===== src/rtl/mmtx_pkg.sv =====
package mmtx_pkg;

    localparam logic [1:0] MODE_NORMAL = 2'd0;
    localparam logic [1:0] MODE_MPROC  = 2'd1;
    localparam logic [1:0] MODE_FIXED8 = 2'd2;
    localparam logic [1:0] MODE_LIN    = 2'd3;

    typedef enum logic [2:0] {
        ST_IDLE,
        ST_START,
        ST_DATA,
        ST_EXTRA,
        ST_STOP1,
        ST_STOP2
    } tx_state_e;

    // Frame format after the mode rules are applied
    typedef struct packed {
        logic len8;       // 1: full word, 0: word minus top bit
        logic extra_en;   // an extra bit follows the data
        logic use_flag;   // extra bit is the address/data flag
        logic par_odd;    // parity sense
        logic flag;       // address/data flag value
        logic stop2;      // two stop bits
    } frame_cfg_t;

endpackage


===== src/rtl/mmtx_cfg_resolve.sv =====
module mmtx_cfg_resolve
    import mmtx_pkg::*;
(
    input  logic [1:0] mode,
    input  logic       len8,
    input  logic       par_en,
    input  logic       par_odd,
    input  logic       stop2,
    input  logic       addr_flag,
    output frame_cfg_t cfg
);

    always_comb begin
        cfg          = '0;
        cfg.par_odd  = par_odd;
        cfg.flag     = addr_flag;
        unique case (mode)
            MODE_NORMAL: begin
                cfg.len8     = len8;
                cfg.extra_en = par_en;
                cfg.use_flag = 1'b0;
                cfg.stop2    = stop2;
            end
            MODE_MPROC: begin
                cfg.len8     = len8;
                cfg.extra_en = 1'b1;
                cfg.use_flag = 1'b1;
                cfg.stop2    = stop2;
            end
            MODE_FIXED8: begin
                cfg.len8     = 1'b1;
                cfg.extra_en = 1'b0;
                cfg.use_flag = 1'b0;
                cfg.stop2    = stop2;
            end
            MODE_LIN: begin
                cfg.len8     = 1'b1;
                cfg.extra_en = 1'b0;
                cfg.use_flag = 1'b0;
                cfg.stop2    = 1'b0;
            end
            default: cfg = '0;
        endcase
    end

endmodule


===== src/rtl/mmtx_bit_timer.sv =====
module mmtx_bit_timer #(
    parameter int TICKS_PER_BIT = 16
) (
    input  logic clk,
    input  logic rst_n,
    input  logic run,
    input  logic baud_tick,
    output logic bit_end
);

    localparam int CW = (TICKS_PER_BIT > 1) ? $clog2(TICKS_PER_BIT) : 1;
    localparam logic [CW-1:0] LAST = CW'(TICKS_PER_BIT - 1);

    logic [CW-1:0] cnt;

    always_ff @(posedge clk or negedge rst_n) begin
        if (!rst_n) begin
            cnt <= '0;
        end else if (!run) begin
            cnt <= '0;
        end else if (baud_tick) begin
            cnt <= (cnt == LAST) ? '0 : cnt + 1'b1;
        end
    end

    assign bit_end = run && baud_tick && (cnt == LAST);

endmodule


===== src/rtl/mmtx_shifter.sv =====
module mmtx_shifter #(
    parameter int DW = 8
) (
    input  logic          clk,
    input  logic          rst_n,
    input  logic          load,
    input  logic          shift,
    input  logic [DW-1:0] load_data,
    input  logic          len8,
    input  logic          par_odd,
    input  logic          use_flag,
    input  logic          flag,
    output logic          lsb,
    output logic          last,
    output logic          extra_bit
);

    localparam int BW = $clog2(DW + 1);
    localparam logic [DW-1:0] SHORT_MASK = {1'b0, {(DW-1){1'b1}}};

    logic [DW-1:0] shreg;
    logic [BW-1:0] bits_left;
    logic          extra_q;
    logic [DW-1:0] masked;

    assign masked = load_data & (len8 ? {DW{1'b1}} : SHORT_MASK);

    always_ff @(posedge clk or negedge rst_n) begin
        if (!rst_n) begin
            shreg     <= '0;
            bits_left <= '0;
            extra_q   <= 1'b0;
        end else if (load) begin
            shreg     <= masked;
            bits_left <= len8 ? BW'(DW) : BW'(DW - 1);
            extra_q   <= use_flag ? flag : ((^masked) ^ par_odd);
        end else if (shift) begin
            shreg     <= shreg >> 1;
            bits_left <= bits_left - 1'b1;
        end
    end

    assign lsb       = shreg[0];
    assign last      = (bits_left == BW'(1));
    assign extra_bit = extra_q;

endmodule


===== src/rtl/mmtx_top.sv =====
module mmtx_top
    import mmtx_pkg::*;
#(
    parameter int DW            = 8,
    parameter int TICKS_PER_BIT = 16
) (
    input  logic          clk,
    input  logic          rst_n,
    input  logic          tx_en,
    input  logic [1:0]    mode,
    input  logic          len8,
    input  logic          par_en,
    input  logic          par_odd,
    input  logic          stop2,
    input  logic          addr_flag,
    input  logic          in_valid,
    input  logic [DW-1:0] in_data,
    output logic          in_ready,
    input  logic          baud_tick,
    output logic          txd
);

    tx_state_e  state, state_nx;
    frame_cfg_t cfg_now, cfg_q;
    logic       accept, bit_end, run;
    logic       sh_lsb, sh_last, sh_extra;

    mmtx_cfg_resolve u_cfg (
        .mode      (mode),
        .len8      (len8),
        .par_en    (par_en),
        .par_odd   (par_odd),
        .stop2     (stop2),
        .addr_flag (addr_flag),
        .cfg       (cfg_now)
    );

    assign run    = (state != ST_IDLE);
    assign accept = in_valid && in_ready;

    mmtx_bit_timer #(.TICKS_PER_BIT(TICKS_PER_BIT)) u_timer (
        .clk       (clk),
        .rst_n     (rst_n),
        .run       (run),
        .baud_tick (baud_tick),
        .bit_end   (bit_end)
    );

    mmtx_shifter #(.DW(DW)) u_shift (
        .clk       (clk),
        .rst_n     (rst_n),
        .load      (accept),
        .shift     ((state == ST_DATA) && bit_end),
        .load_data (in_data),
        .len8      (cfg_now.len8),
        .par_odd   (cfg_now.par_odd),
        .use_flag  (cfg_now.use_flag),
        .flag      (cfg_now.flag),
        .lsb       (sh_lsb),
        .last      (sh_last),
        .extra_bit (sh_extra)
    );

    // Format captured at acceptance
    always_ff @(posedge clk or negedge rst_n) begin
        if (!rst_n) begin
            cfg_q <= '0;
        end else if (accept) begin
            cfg_q <= cfg_now;
        end
    end

    // State register
    always_ff @(posedge clk or negedge rst_n) begin
        if (!rst_n) begin
            state <= ST_IDLE;
        end else begin
            state <= state_nx;
        end
    end

    // Transitions
    always_comb begin
        state_nx = state;
        unique case (state)
            ST_IDLE:  if (accept)  state_nx = ST_START;
            ST_START: if (bit_end) state_nx = ST_DATA;
            ST_DATA:  if (bit_end && sh_last)
                          state_nx = cfg_q.extra_en ? ST_EXTRA : ST_STOP1;
            ST_EXTRA: if (bit_end) state_nx = ST_STOP1;
            ST_STOP1: if (bit_end)
                          state_nx = cfg_q.stop2 ? ST_STOP2 : ST_IDLE;
            ST_STOP2: if (bit_end) state_nx = ST_IDLE;
            default:  state_nx = ST_IDLE;
        endcase
    end

    // Outputs
    always_comb begin
        in_ready = 1'b0;
        txd      = 1'b1;
        unique case (state)
            ST_IDLE:  in_ready = tx_en;
            ST_START: txd = 1'b0;
            ST_DATA:  txd = sh_lsb;
            ST_EXTRA: txd = sh_extra;
            ST_STOP1: txd = 1'b1;
            ST_STOP2: txd = 1'b1;
            default:  txd = 1'b1;
        endcase
    end

endmodule


===== config.mk =====
export PLATFORM = sky130hd
export DESIGN_NAME = mmtx_top
export DESIGN_NICKNAME = d
export VERILOG_FILES = /design/src/rtl/mmtx_pkg.sv /design/src/rtl/mmtx_cfg_resolve.sv /design/src/rtl/mmtx_bit_timer.sv /design/src/rtl/mmtx_shifter.sv /design/src/rtl/mmtx_top.sv
export SDC_FILE = /design/constraint.sdc
export NUM_CORES = 1
export LEC_CHECK = 0
export BUFFER_PORTS_ARGS = -buffer_cell sky130_fd_sc_hd__clkbuf_2
export CAP_MARGIN = 20
export CORE_ASPECT_RATIO = 1.2
export CORE_MARGIN = 2
export CORE_UTILIZATION = 45
export CTS_CLUSTER_SIZE = 10
export DETAILED_ROUTE_END_ITERATION = 10
export PLACE_DENSITY = 0.68
export REMOVE_ABC_BUFFERS = 1
export SYNTH_ARGS = -nofsm -noshare
export SYNTH_HDL_FRONTEND = slang
export SYNTH_SLANG_ARGS = --single-unit

===== constraint.sdc =====
create_clock -name clk -period 3.7 [get_ports clk]
set_input_delay 0.74 -clock clk [delete_from_list [all_inputs] [get_ports clk]]
set_output_delay 0.74 -clock clk [all_outputs]
set_load 0.05 [all_outputs]

==> After elaboration in Yosys (flattened, before gate mapping) <==
Index checks and enable logic that the tools add are counted.
{ "word_totals": {"out_inout_bits": 2, "elab_cells": 64, "register_bits": 22} }
{ "classes": {"n_mux": 23, "eq_ne": 17, "bitwise_logic": 2, "n_reduce_logical": 13, "add_sub_neg": 2} }
{ "op_table": {"columns": ["cell", "n"], "rows": [
  ["$mux 3", 8],
  ["$mux 4", 6],
  ["$mux 8", 3],
  ["$pmux 3 s6", 1],
  ["$ne 2x2->1 const B", 6],
  ["$pmux 3 s3", 1],
  ["$and 8x8->8", 1],
  ["$reduce_xor 8->1", 1],
  ["$eq 3x2->1 const B", 2],
  ["$eq 3x3->1 const B", 2],
  ["$reduce_and 6->1", 1],
  ["$logic_and 1x1->1", 5],
  ["$add 4x1->4 const B", 1],
  ["$eq 2x2->1 const B", 2],
  ["$eq 4x1->1 const B", 1],
  ["$eq 4x4->1 const B", 1],
  ["$sub 4x1->4 const B", 1],
  ["$eq 3x1->1 const B", 1],
  ["$logic_not 3->1", 1],
  ["$pmux 1 s3", 1],
  ["$reduce_bool 3->1", 1],
  ["$reduce_or 3->1", 1],
  ["$eq 2x1->1 const B", 1],
  ["$logic_not 2->1", 1],
  ["6 further kinds", 7]
]} }

==> Longest topological paths before layout <==
{ "logic_depth": {"depth_word": 8, "mapped_depth": 7, "mapped_depth_nobuf": 6} }

==> Modules after synthesis <==
From an unflattened synthesis, not the netlist that was laid out.
{ "hier_totals": {"cells_unflattened": 141, "area_unflattened_um2": 1410.1} }
{ "modules_own_cells": {"columns": ["mod", "n_inst", "cells_each", "area_each_um2"], "rows": [
  ["mmtx_shifter", 1, 72, 728.2],
  ["mmtx_top", 1, 41, 417.9],
  ["mmtx_bit_timer", 1, 22, 216.5],
  ["mmtx_cfg_resolve", 1, 6, 47.5]
]} }

==> Worst setup path before layout <==
No wires, ideal clock.
{ "synth_path": {"path_type": "reg2out", "from": "register state[1]", "to": "output port in_ready", "stages_incl_launch_ff": 4, "path_slack_ps": 1688, "arrival_ps": 1272, "path_buffers": 1, "path_cell_list": "dfrtp_1 buf_2 nor3_4 and2_1"} }
{ "synth_via": {"elab_chain_cells": 2} }
{ "synth_lines": {"columns": ["element", "line", "rtl"], "rows": [
  ["from (decl)", "mmtx_top.sv:23", "tx_state_e state, state_nx;"],
  ["from (signal assigned)", "mmtx_top.sv:78", "state <= state_nx;"],
  ["$logic_not 3->1", "mmtx_top.sv:102", "unique case (state)"],
  ["$mux 1", "mmtx_top.sv:102", null],
  ["to (decl)", "mmtx_top.sv:18", "output logic in_ready,"]
]} }
No other way between the ends.

==> Worst setup path after layout <==
Ends and elaborated chain as after synthesis.

==> run summary <==
• share of final-layout standard cells stronger than drive strength 1: 0.2157
• RePlAce Congestion: 0.7783
• met1 WL: 1.028 mm
• maximum number of pins on one net before global-route repair: 24
• top routing layer used: met4
• unrepaired setup endpoints after global routing: false
• number of clock sinks: 22
• mean instance size in the synthesized netlist: 9.660 µm²
• cells resized by post-CTS repair: 0
• number of pins exceeding their max-slew limit in the final report: 0
• DRT Pass-1 Iters: 4
• worst-case headroom to the max-slew limit: 0.6401
• cell area after synthesis: 1314 µm²
• IR drop worst, VDD: 0.0003866 V
• most common cell in the netlist: sky130_fd_sc_hd__dfrtp_1
• Main synth FF type: sky130_fd_sc_hd__dfrtp_1
• CP max FO: 11
• pre-CTS setup slack: 1594 ps
• root buffer selected by CTS: sky130_fd_sc_hd__clkbuf_4
• Starting Density: 0.4717
• portion of synthesized cell area occupied by the leading cell type: 0.4190
• sequential cell area: 550.5 µm²
• number of port buffers: 21
• required time worst endpoint: 2960 ps
• average wire per standard cell: 12.55 µm
• vias after detailed routing: 1006
• number of cell rows: 21
• sum of buffers and inverters on the critical path: 1
• filler cell count: 272
• class of the worst hold path: in2async
• cts hold-fix bufs: 0
• number of nets with antenna violations after routing: 0
• time the worst path needs with I/O delays and setup: 2351 ps
• number of H-tree levels: 1
• count of different cell masters after synthesis: 36
• Final Hold Fails: 0
• max cap viols: 0
• Setup violations, final: 0
• CP endpoint kind: primary output
• cell count after synthesis: 136
• Cell Pwr Density: 596.2 nW/µm²
• Global Route Usage Sum: 0.1635
• worst setup path class: reg2out
• largest area contributor in the synthesized netlist: sky130_fd_sc_hd__dfrtp_1
• wire length on met2: 1.174 mm
• Detail Placement HPWL: 1.818 mm
• DIE HEIGHT: 63.19 µm
• Synth async-reset ratio: 1.000
• Critical Path Source Type: flip-flop
• cell at the slowest stage of the critical path: sky130_fd_sc_hd__dfrtp_1
• Clock Tree Buf Depth: 2
• Worst Setup Slack, final: 1349 ps
• final wirelength: 2.346 mm
• LEAKAGE: 0.6757 nW
• I/O pin total: 22
• Sum Neg Setup Slack: 0 ps
• flip-flop and latch count after synthesis: 22
• area grow syn2layout: 9.429%
• register-to-register setup slack: 1600 ps
• drt initial violations: 19
• cell type group with the largest total delay on the critical path: flip-flops
• routed length on met3: 91 µm
• clock skew: 6.246 ps
• Post-synth EDFFs: 0
• multi-input combinational cell area: 694.4 µm²
• remaining design rule violation count: 0
• area of the core region: 2785 µm²
• upper clock frequency limit: 0.4254 GHz
• total overflow reported by the global router: 0
• clock latency at the later pin of the worst-skew pair: 300 ps
• cells taking the most area after synthesis: sky130_fd_sc_hd__dfrtp_1 42%, sky130_fd_sc_hd__mux2i_1 6.9%, sky130_fd_sc_hd__a21oi_1 6.1%
• leading post-synthesis cells by instance count: 22 x sky130_fd_sc_hd__dfrtp_1, 18 x sky130_fd_sc_hd__nor2_1, 16 x sky130_fd_sc_hd__a21oi_1, 9 x sky130_fd_sc_hd__mux2i_1, 9 x sky130_fd_sc_hd__nand2_1
• Worst Path Arrival: 1610 ps
• number of buffers added by the clock tree synthesis step: 3
• initial antenna violation count: 0
• synthesis warning total: 0
• slew at the pin closest to its max-slew limit: 539.8 ps
• clock transition at the registers of the reported paths: 110 ps
• first-pass GRT wire length: 4.126 mm
• die width: 53.33 µm
• ordered list of cells on the worst path: nor3_4 > and2_1 > clkbuf_2
• final period utilization: 0.6354
• post-CTS setup buffers: 0
• CTS tree: yes
• routed via count divided by cell count: 5.380
• share of the yosys chip area belonging to registers: 0.4190
• number of global-route vias before repair: 988
• maximum single-stage delay on the critical path: 540 ps
• number of nets in the layout: 178
• outcome: complete, no violations
• area of the die: 3370 µm²
• count of inserted antenna diode cells: 0
[area by class of cell]
cell class,instances,share of cell area
clock buffer,3,0.01567
timing repair buffer,21,0.07311
multi-input combinational,101,0.4830
sequential,22,0.3829
inverter,6,0.01567
tap,34,0.02959
[through the flow]
stage | std cells | hold slack [ps] | power [W] | instance area [µm²] | utilization
floorplan | 129 | 444.4 | 0.0006727 | 1267 | -
global placement | 184 | 465.0 | 0.0007478 | 1415 | 0.5081
detailed placement | 184 | 468.7 | 0.0007644 | 1415 | 0.5081
CTS | 187 | 405.1 | 0.0008694 | 1438 | 0.5162
global route | 187 | 426.5 | 0.0009390 | 1438 | 0.5162
finish | 187 | 392.6 | 0.0008572 | 1438 | 0.5162
[logic make-up (layout without fill, tap and decap cells)]
family                   after synthesis  count (layout)  share of synthesized area
AND/OR/NAND/NOR                       44              44                     0.1905
AO/OA/AOI/OAI                         33              33                     0.1486
flip-flops                            22              22                     0.4190
buffers and inverters                 13              30                    0.05238
XOR/XNOR                              11              11                    0.08381
multiplexers                          10              10                    0.07714
adder cells (fa/ha/maj)                3               3                    0.02857
[placed cells by master (no fill, tap or decap), drive strengths merged]
master / count
inv: 6
o31ai: 1
mux2i: 9
a311oi: 2
nor2: 18
a32o: 1
o21ai: 8
a41oi: 1
nor3: 4
or3: 1
dfrtp: 22
nand2: 10
xnor3: 1
clkbuf: 24
mux2: 1
nand3: 4
xor2: 2
and2: 1
nor4: 1
a31o: 1
a31oi: 1
and4: 1
nand4: 1
xnor2: 8
o211ai: 1
a21oi: 17
ha: 3
nand2b: 3
[path summary, 6_finish.rpt]
path                                 startpoint                          endpoint  cells past startpoint
max                        state[1]$_DFFE_PN0P_                          in_ready                      3
min                                       rst_n              state[0]$_DFFE_PN0P_                      1
max reg2reg                state[1]$_DFFE_PN0P_              state[0]$_DFFE_PN0P_                      4
min reg2reg                cfg_q[4]$_DFFE_PN0P_              cfg_q[4]$_DFFE_PN0P_                      2
max in group asynchronous                 rst_n  u_shift.bits_left[0]$_DFFE_PN0P_                      1
min in group clk           cfg_q[4]$_DFFE_PN0P_              cfg_q[4]$_DFFE_PN0P_                      2
[metal layers]
metal	global-route usage	up-vias
met5	0	-
met4	0.07692	0
met3	0.02133	5
met2	0.2855	21
met1	0.1897	466
li1	-	514
[flip-flops by register name (all words and copies together) (netlist names)]
signal / count
u_shift.bits_left: 4
state: 3
u_shift.shreg: 8
cfg_q: 2
u_timer.cnt: 4
u_shift.extra_bit: 1
[report_power, final]
group          switching [W]  total [W]  internal, W
Sequential         0.0000909   0.000425     0.000334
Clock              0.0000662   0.000104    0.0000380
Combinational       0.000182   0.000328     0.000146
Total               0.000339   0.000857     0.000518
Power figures use the tool's default switching activity.
